`src/rtl/rxc_pkg.sv`:
```
package rxc_pkg;
  localparam int TAG_W = 4;
  localparam int CNT_W = 7;

  typedef struct packed {
    logic [14:0]      rsv_hi;
    logic             link;
    logic [4:0]       rsv_lo;
    logic [CNT_W-1:0] count;
    logic [TAG_W-1:0] tag;
  } rxc_status_t;

  function automatic rxc_status_t rxc_pack(input logic link,
                                           input logic [CNT_W-1:0] count,
                                           input logic [TAG_W-1:0] tag);
    rxc_status_t s;
    s.rsv_hi = '0;
    s.link   = link;
    s.rsv_lo = '0;
    s.count  = count;
    s.tag    = tag;
    return s;
  endfunction
endpackage

```
`src/rtl/rxc_pend_cnt.sv`:
```
module rxc_pend_cnt #(
  parameter int W = 7
) (
  input  logic         clk,
  input  logic         rst_n,
  input  logic         flush,
  input  logic         take,
  input  logic         bump,
  output logic [W-1:0] count
);
  localparam logic [W-1:0] SAT = '1;

  logic [W-1:0] base;
  logic [W-1:0] count_n;

  always_comb begin
    base    = take ? '0 : count;
    count_n = base;
    if (flush)
      count_n = '0;
    else if (bump && (base != SAT))
      count_n = base + 1'b1;
  end

  always_ff @(posedge clk or negedge rst_n) begin
    if (!rst_n) count <= '0;
    else        count <= count_n;
  end
endmodule

```
`src/rtl/rxc_age_timer.sv`:
```
module rxc_age_timer #(
  parameter int W = 8
) (
  input  logic         clk,
  input  logic         rst_n,
  input  logic         clr,
  input  logic         run,
  input  logic         tick,
  input  logic [W-1:0] limit,
  output logic         expired
);
  localparam logic [W-1:0] SAT = '1;

  logic [W-1:0] age;
  logic [W-1:0] age_n;
  logic         adv_en;

  assign adv_en  = run && tick && (age != SAT);
  assign expired = (age >= limit);

  always_comb begin
    age_n = age;
    if (clr)         age_n = '0;
    else if (adv_en) age_n = age + 1'b1;
  end

  always_ff @(posedge clk or negedge rst_n) begin
    if (!rst_n) age <= '0;
    else        age <= age_n;
  end
endmodule

```
`src/rtl/rxc_tag_ctl.sv`:
```
module rxc_tag_ctl #(
  parameter int TW = 4
) (
  input  logic          clk,
  input  logic          rst_n,
  input  logic          fire,
  input  logic          ack_wr,
  input  logic [TW-1:0] ack_tag,
  output logic          blocked,
  output logic [TW-1:0] tag,
  output logic          irq_req
);
  logic [TW-1:0] tag_inc;
  logic          ack_ok;
  logic          blocked_n;
  logic [TW-1:0] tag_n;
  logic          irq_req_n;

  assign tag_inc = tag + 1'b1;
  assign ack_ok  = blocked && ack_wr && (ack_tag == tag_inc);

  always_comb begin
    blocked_n = blocked;
    tag_n     = tag;
    irq_req_n = irq_req;
    if (fire) begin
      blocked_n = 1'b1;
      irq_req_n = 1'b1;
    end else if (ack_ok) begin
      blocked_n = 1'b0;
      irq_req_n = 1'b0;
      tag_n     = tag_inc;
    end
  end

  always_ff @(posedge clk or negedge rst_n) begin
    if (!rst_n) begin
      blocked <= 1'b1;
      tag     <= '0;
      irq_req <= 1'b0;
    end else begin
      blocked <= blocked_n;
      tag     <= tag_n;
      irq_req <= irq_req_n;
    end
  end
endmodule

```
`src/rtl/rxc_coalesce.sv`:
```
module rxc_coalesce
  import rxc_pkg::*;
#(
  parameter int AGE_W = 8
) (
  input  logic             clk,
  input  logic             rst_n,
  input  logic             rx_msg_done,
  input  logic             tx_link_done,
  input  logic [CNT_W-1:0] batch_limit,
  input  logic [AGE_W-1:0] age_limit,
  input  logic             irq_enable,
  input  logic             dma_hold,
  input  logic             ack_wr,
  input  logic [TAG_W-1:0] ack_tag,
  input  logic             tick,
  output logic [31:0]      status_word,
  output logic             status_valid,
  output logic             irq
);
  logic [CNT_W-1:0] pend;
  logic             aged;
  logic             blocked;
  logic [TAG_W-1:0] tag;
  logic             irq_req;
  logic             link_q;
  logic             link_n;
  logic             fire;
  logic             has_pend;
  rxc_status_t      word_q;
  rxc_status_t      word_n;

  assign has_pend = (pend != '0);
  assign fire = !blocked && !dma_hold &&
                (link_q || (has_pend && ((pend >= batch_limit) || aged)));

  rxc_pend_cnt #(.W(CNT_W)) u_pend (
    .clk   (clk),
    .rst_n (rst_n),
    .flush (dma_hold),
    .take  (fire),
    .bump  (rx_msg_done),
    .count (pend)
  );

  rxc_age_timer #(.W(AGE_W)) u_age (
    .clk     (clk),
    .rst_n   (rst_n),
    .clr     (fire || dma_hold),
    .run     (!blocked && has_pend),
    .tick    (tick),
    .limit   (age_limit),
    .expired (aged)
  );

  rxc_tag_ctl #(.TW(TAG_W)) u_tag (
    .clk     (clk),
    .rst_n   (rst_n),
    .fire    (fire),
    .ack_wr  (ack_wr),
    .ack_tag (ack_tag),
    .blocked (blocked),
    .tag     (tag),
    .irq_req (irq_req)
  );

  always_comb begin
    if (dma_hold) link_n = 1'b0;
    else          link_n = (link_q && !fire) || tx_link_done;
    word_n = fire ? rxc_pack(link_q, pend, tag) : word_q;
  end

  always_ff @(posedge clk or negedge rst_n) begin
    if (!rst_n) begin
      link_q       <= 1'b0;
      word_q       <= '0;
      status_valid <= 1'b0;
    end else begin
      link_q       <= link_n;
      word_q       <= word_n;
      status_valid <= fire;
    end
  end

  assign status_word = word_q;
  assign irq         = irq_req && irq_enable;
endmodule

```
`config.mk`:
```
export PLATFORM = sky130hd
export DESIGN_NAME = rxc_coalesce
export DESIGN_NICKNAME = d
export VERILOG_FILES = /design/src/rtl/rxc_pkg.sv /design/src/rtl/rxc_pend_cnt.sv /design/src/rtl/rxc_age_timer.sv /design/src/rtl/rxc_tag_ctl.sv /design/src/rtl/rxc_coalesce.sv
export SDC_FILE = /design/constraint.sdc
export NUM_CORES = 1
export LEC_CHECK = 0
export BUFFER_PORTS_ARGS = -buffer_cell sky130_fd_sc_hd__buf_2
export CAP_MARGIN = 40
export CORE_ASPECT_RATIO = 0.7
export CORE_UTILIZATION = 30
export CTS_CLUSTER_SIZE = 40
export DETAILED_ROUTE_END_ITERATION = 16
export PLACE_DENSITY = 0.62
export SETUP_SLACK_MARGIN = 0.2
export SLEW_MARGIN = 0
export SYNTH_ARGS = -nofsm -noshare
export SYNTH_HDL_FRONTEND = slang
export SYNTH_SLANG_ARGS = --single-unit
```
`constraint.sdc`:
```
create_clock -name clk -period 4.8 [get_ports clk]
set_input_delay 0.24 -clock clk [delete_from_list [all_inputs] [get_ports clk]]
set_output_delay 0.24 -clock clk [all_outputs]
set_load 0.1 [all_outputs]
```
Word-level counts from Yosys, hierarchy flattened --
Index checks and enable logic that the tools add are counted. W data, S select, Z words.
Word-level totals: bits in registers 35, bits of input ports 27, output and inout port bits 34, logic and storage cells 49
Cells by class: $add $sub $neg 3, order comparisons 2, equal/unequal tests 3, muxes and demuxes 8, bitwise logic cells 1, reductions and logical operators 22
Operator list (number):
- $mux W7 | 3
- $mux W8 | 2
- $logic_and A1 B1 Y1 | 11
- $add A8 B1 Y8 const B | 1
- $ge A8 B8 Y1 | 1
- $ne A8 B8 Y1 const B | 1
- $add A7 B1 Y7 const B | 1
- $ge A7 B7 Y1 | 1
- $ne A7 B7 Y1 const B | 1
- $reduce_bool A7 Y1 | 1
- $add A4 B1 Y4 const B | 1
- $eq A4 B4 Y1 | 1
- $logic_or A1 B1 Y1 | 4
- $reduce_bool A2 Y1 | 2
- $logic_not A1 Y1 | 3
- $mux W1 | 3
- $reduce_and A2 Y1 | 1
- $not A1 Y1 | 1

Logic depth before layout (Yosys ltp) --
depth after elaboration 10, mapped depth 13, mapped depth without buffers 12

Hierarchy --
Synthesis repeated with hierarchy kept, for this count alone.
Unflattened totals: cell total of the unflattened synthesis 230, area total of the unflattened synthesis 2351.0 um^2
Modules (own cells, without submodules):
- rxc_coalesce | times used 1, cells an instance 88, area an instance 957.2 um^2, seq. area each 350.3 um^2
- rxc_age_timer | times used 1, cells an instance 72, area an instance 639.4 um^2, seq. area each 200.2 um^2
- rxc_pend_cnt | times used 1, cells an instance 40, area an instance 416.6 um^2, seq. area each 175.2 um^2
- rxc_tag_ctl | times used 1, cells an instance 30, area an instance 337.8 um^2, seq. area each 151.4 um^2

Worst setup path before layout --
No wires, ideal clock.
path kind register to register, start point register u_age.age[2], end point register u_pend.count[0], setup time 0.101 ns, arrival 2.545 ns, data required time 4.699 ns, path slack 2.154 ns, cell stages (with the launch flop) 12, path buffers 1, period minus slack after synthesis 2.646 ns, cells stage by stage dfrtp_1 > ha_1 > a211oi_1 > o21ai_0 > a21oi_1 > a41oi_2 > buf_4 > nor2b_1 > ha_1 > nand4_1 > or3_1 > o311ai_2
On the way: cells in the longest elaborated chain, start to end 10, elaborated cells on any way between the ends 11, classes of those cells add/sub: 1; order compare: 1; eq/ne: 1; mux: 3; reduce/logical: 5
RTL lines:
- from (decl) | line rxc_age_timer.sv:14 | logic [W-1:0] age;
- from (signal assigned) | line rxc_age_timer.sv:29 | else age <= age_n;
- $ge A8 B8 Y1 (*) | line rxc_age_timer.sv:19 | assign expired = (age >= limit);
- $logic_or A1 B1 Y1 (*) | line rxc_coalesce.sv:35 | (link_q || (has_pend && ((pend >= batch_limit) || aged)));
- $logic_and A1 B1 Y1 (*) | line rxc_coalesce.sv:35
- $logic_or A1 B1 Y1 (*) | line rxc_coalesce.sv:35
- $logic_and A1 B1 Y1 (*) | line rxc_coalesce.sv:34 | assign fire = !blocked && !dma_hold &&
- via fire | line rxc_coalesce.sv:28 | logic fire;
- $mux W7 (*) | line rxc_pend_cnt.sv:17 | base = take ? '0 : count;
- parallel branches: the longest is 2 deep, another holds $add A7 B1 Y7
- $mux W7 (*) | line rxc_pend_cnt.sv:21 | else if (bump && (base != SAT))
- $mux W7 (*) | line rxc_pend_cnt.sv:19 | if (flush)
- via u_pend.count_n[0] | line rxc_pend_cnt.sv:14 | logic [W-1:0] count_n;
- to (signal assigned) | line rxc_pend_cnt.sv:27 | else count <= count_n;
- to (decl) | line rxc_pend_cnt.sv:9 | output logic [W-1:0] count
Mark *: on every way through the listed nets, which the timed path passes. A chain may end at the register's enable or synchronous reset.

Final worst setup path --
start point register u_pend.count[0], end point register u_pend.count[0]
On the way: cells in the longest elaborated chain, start to end 10, elaborated cells on any way between the ends 12, classes of those cells add/sub: 1; order compare: 1; eq/ne: 1; mux: 3; reduce/logical: 6
RTL lines (line):
- $ge A7 B7 Y1 | rxc_coalesce.sv:35
- $logic_or A1 B1 Y1 | rxc_coalesce.sv:35
- $logic_and A1 B1 Y1 | rxc_coalesce.sv:35
- $logic_or A1 B1 Y1 | rxc_coalesce.sv:35
- $logic_and A1 B1 Y1 | rxc_coalesce.sv:34
- $mux W7 (*) | rxc_pend_cnt.sv:17
- parallel branches: the longest is 2 deep, another holds $add A7 B1 Y7
- $mux W7 (*) | rxc_pend_cnt.sv:21
- $mux W7 (*) | rxc_pend_cnt.sv:19
- via u_pend.count_n[0] | rxc_pend_cnt.sv:14
Marks and branches as above.

==> metrics.md <==
| Metric | Value |
|---|---|
| Fill count | 700 |
| Avg Cell Area, Syn | 10.1 sq um |
| Post-synthesis sequential area ratio | between 40 and 50% |
| Max-cap violation count | 0 |
| Final setup TNS | 0 ns |
| Hold/Removal Path Class | in2async |
| Clk_skew | between 0.006 and 0.007 ns |
| Hpwl dp | between 3000 and 4000 microns |
| Area Growth Syn to Fin | 15.7% |
| WP buf/inv | 2 |
| Ratio of final minimum period to clock period | 62.2% |
| Slew HR | between 40% and 50% |
| Levels on crit path | 12 |
| WP data arrival | approximately 3.2 ns |
| Crit path largest cell delay | around 0.45 ns |
| WL met3 | roughly 220 microns |
| Post-CTS Setup Bufs | 0 |
| Count leader, synth | dfrtp_1 |
| Post-synth cell types | 40 |
| Placeable core area | roughly 6900 sq um |
| Crit Path Class | reg2reg |
| Fin area | ~2500 sq um |
| Mapped Cells | around 220 |
| Clk buf depth | 2 |
| Critical path's top delay family | simple AND/OR/NAND/NOR gates |
| Wire per inst | roughly 12 microns |
| Row cnt | 25 |
| Drt pass-1 iters | 4 |
| Vias in the first global route | 1429 |
| Post-DRT Antenna Nets | 0 |
| Final WL | 4280 microns |
| Reg-to-Reg End | u_pend.count[0] |
| Hold Slack | ~0.041 ns |
| Die area | around 7600 sq um |
| Area share of the largest cell type after synthesis | just under 40% |
| FMAX | 335 MHz |
| CTS buffer count | 5 |
| CP Max Fanout | 23 |
| Yosys reg bits | 35 |
| Pins Over Slew Limit | 0 |
| Worst EP required | between 4 and 5 ns |
| Top sig layer | met4 |
| Post-synth top area cell | dfrtp_1 |
| Most instantiated cells after synthesis | 34 x dfrtp_1, 22 x buf_4, 21 x nor2_1 |
| Startpoint types | register |
| H-tree depth | 2 |
| Maximum number of pins on one net before global-route repair | 36 |
| Flop2flop setup slack | roughly 1.8 ns |
| I/O pin count | about 60 |
| PwrDens | 393 nW/um^2 |
| Post-CTS resize count | 0 |
| All-Layer GR Usage | 12.1% |
| Share of post-route cells with drive strength above 1 | approximately 26% |
| First-iteration detailed-routing DRC count | 75 |
| Asr flop ratio synth | 100% |
| R2R cell count | 12 |
| WL met1 | roughly 2200 microns |
| Leak | ~1.3 nW |
| Ranking of synthesized cells by area | dfrtp_1 39%, ha_1 10%, buf_4 7.6% |
| Cell area after synthesis | 2170 sq um |
| Root buffer cell | clkbuf_8 |
| Antenna violations before repair | 0 |
| Vias per cell | between 4 and 5 |
| Area post-placement | 2400 sq um |
| CTS tree | done |
| Slowest CP cell | or3_1 |
| Number of port buffers | 40 |
| First-pass GRT wire length | 7090 microns |
| RSZ-0062 raised after global routing | false |
| Final setup viols | 0 |
| Inserted Diodes | 0 |
| Worst r2r src | u_pend.count[0] |
| Starting density of the core | a little under a third |
| Fin crit period | between 2 and 3 ns |
| Fin util | between 30% and 40% |
| Nets | 304 |
| Least-Margin Pin Slew | 0.798 ns |
| Die Wd | 104 microns |
| Syn. warnings | 0 |
| Cts-stage hold buffer count | 0 |
| Via count | about 1500 |
| # clock sinks | 35 |
| Placer Congestion | approximately 0.8 |
| Residual DRC | 0 |
| Worst VDD drop | 0.169 mV |
| Final Hold Fails | 0 |
| Worst-Skew Late Latency | 0.29 ns |
| Grt ovf | 0 |
| Outcome | finished, final reports clean |
| Die H | around 73 microns |
| CTS clk-pin slew, worst paths | 0.07 ns |
| Synth Flop Type | dfrtp_1 |
| Worst slack, placed | about 1.9 ns |
| Wire length on met2 | 1790 microns |
| Min setup slack post-route | about 1.8 ns |
| Worst setup EP type | register |
| Cell breakdown of the critical path | inv_1 -> ha_1 -> nand2b_1 -> a211oi_1 -> or3_1 -> a41oi_2 -> buf_4 -> nor2b_1 -> ha_1 -> nand4_1 -> or3_1 -> o311ai_2 |
| Post-synth EDFFs | 0 |
## cell families (layout without fill, tap and decap cells)
group	after synthesis	count (layout)	share of synthesized area, %
xor gates and xnor gates	16	16	6.79
AOI/OAI and AO/OA	24	24	8.80
DFF	35	35	40.3
other	1	20	0.172
and+or+nand+nor	67	67	15.7
adders and majority gates	18	18	10.4
muxes	13	13	6.85
buffers and inverters	41	67	11.0
## power by group
group	switching [mW]	internal [mW]	leakage, nW
sequential	0.0348	0.334	0.471
clock	0.108	0.155	0.0581
combinational	0.278	0.0801	0.785
## layout by cell type, fill, tap and decap left out, types with 3 or more instances in the layout
cell type / count
a211oi_1: 4
conb_1: 20
mux2_2: 11
dfrtp_1: 34
a21oi_1: 6
and3_1: 6
inv_1: 17
buf_2: 40
xnor2_1: 6
o21ai_0: 4
nand2b_1: 4
nand2_1: 9
or3_1: 3
nor2_1: 21
clkbuf_8: 5
nor2b_1: 3
nand4_1: 6
xor2_1: 9
nand3_1: 6
ha_1: 18
## metrics by stage
step / power [mW] / std cells
2_1_floorplan: 0.680 / 234
3_3_place_gp: 0.727 / 346
3_5_place_dp: 0.735 / 346
4_1_cts: 1.00 / 354
5_1_grt: 1.04 / 354
6_report: 0.989 / 354
## worst max-delay path by stage
| stage | start | endpoint | slack (ns) |
|---|---|---|---|
| after floorplan | u_age.age[2] | u_pend.count[0] | 2.15 |
| after global placement | u_age.age[2] | u_pend.count[0] | 1.94 |
| after detailed placement | u_pend.count[0] | u_pend.count[0] | 1.85 |
| after CTS | u_pend.count[0] | u_pend.count[0] | 1.83 |
| after global routing | u_pend.count[0] | u_pend.count[0] | 1.61 |
| final | u_pend.count[0] | u_pend.count[0] | 1.81 |
## routing by layer
layer,global-route usage (%),vias up
li1,-,789
met1,17.4,715
met2,17.3,40
met3,3.30,5
met4,4.29,0
met5,0,-
## registers in the layout (all words and copies together), names as in the netlist
register,cells
link_q,1
u_pend.count,7
status_valid,1
u_tag.irq_req,1
u_tag.tag,4
u_tag.blocked,1
status_word,12
u_age.age,8
## cell type report
type,count,area [sq um],share of cell area (%)
Multi-Input combinational cell,158,1130,44.9
Sequential cell,35,877,34.9
Timing Repair Buffer,42,215,8.55
Tap cell,94,118,4.67
Clock buffer,5,68.8,2.73
Inverter,17,63.8,2.54
Clock inverter,3,43.8,1.74
No activity file was read; power rests on OpenSTA's default activity.
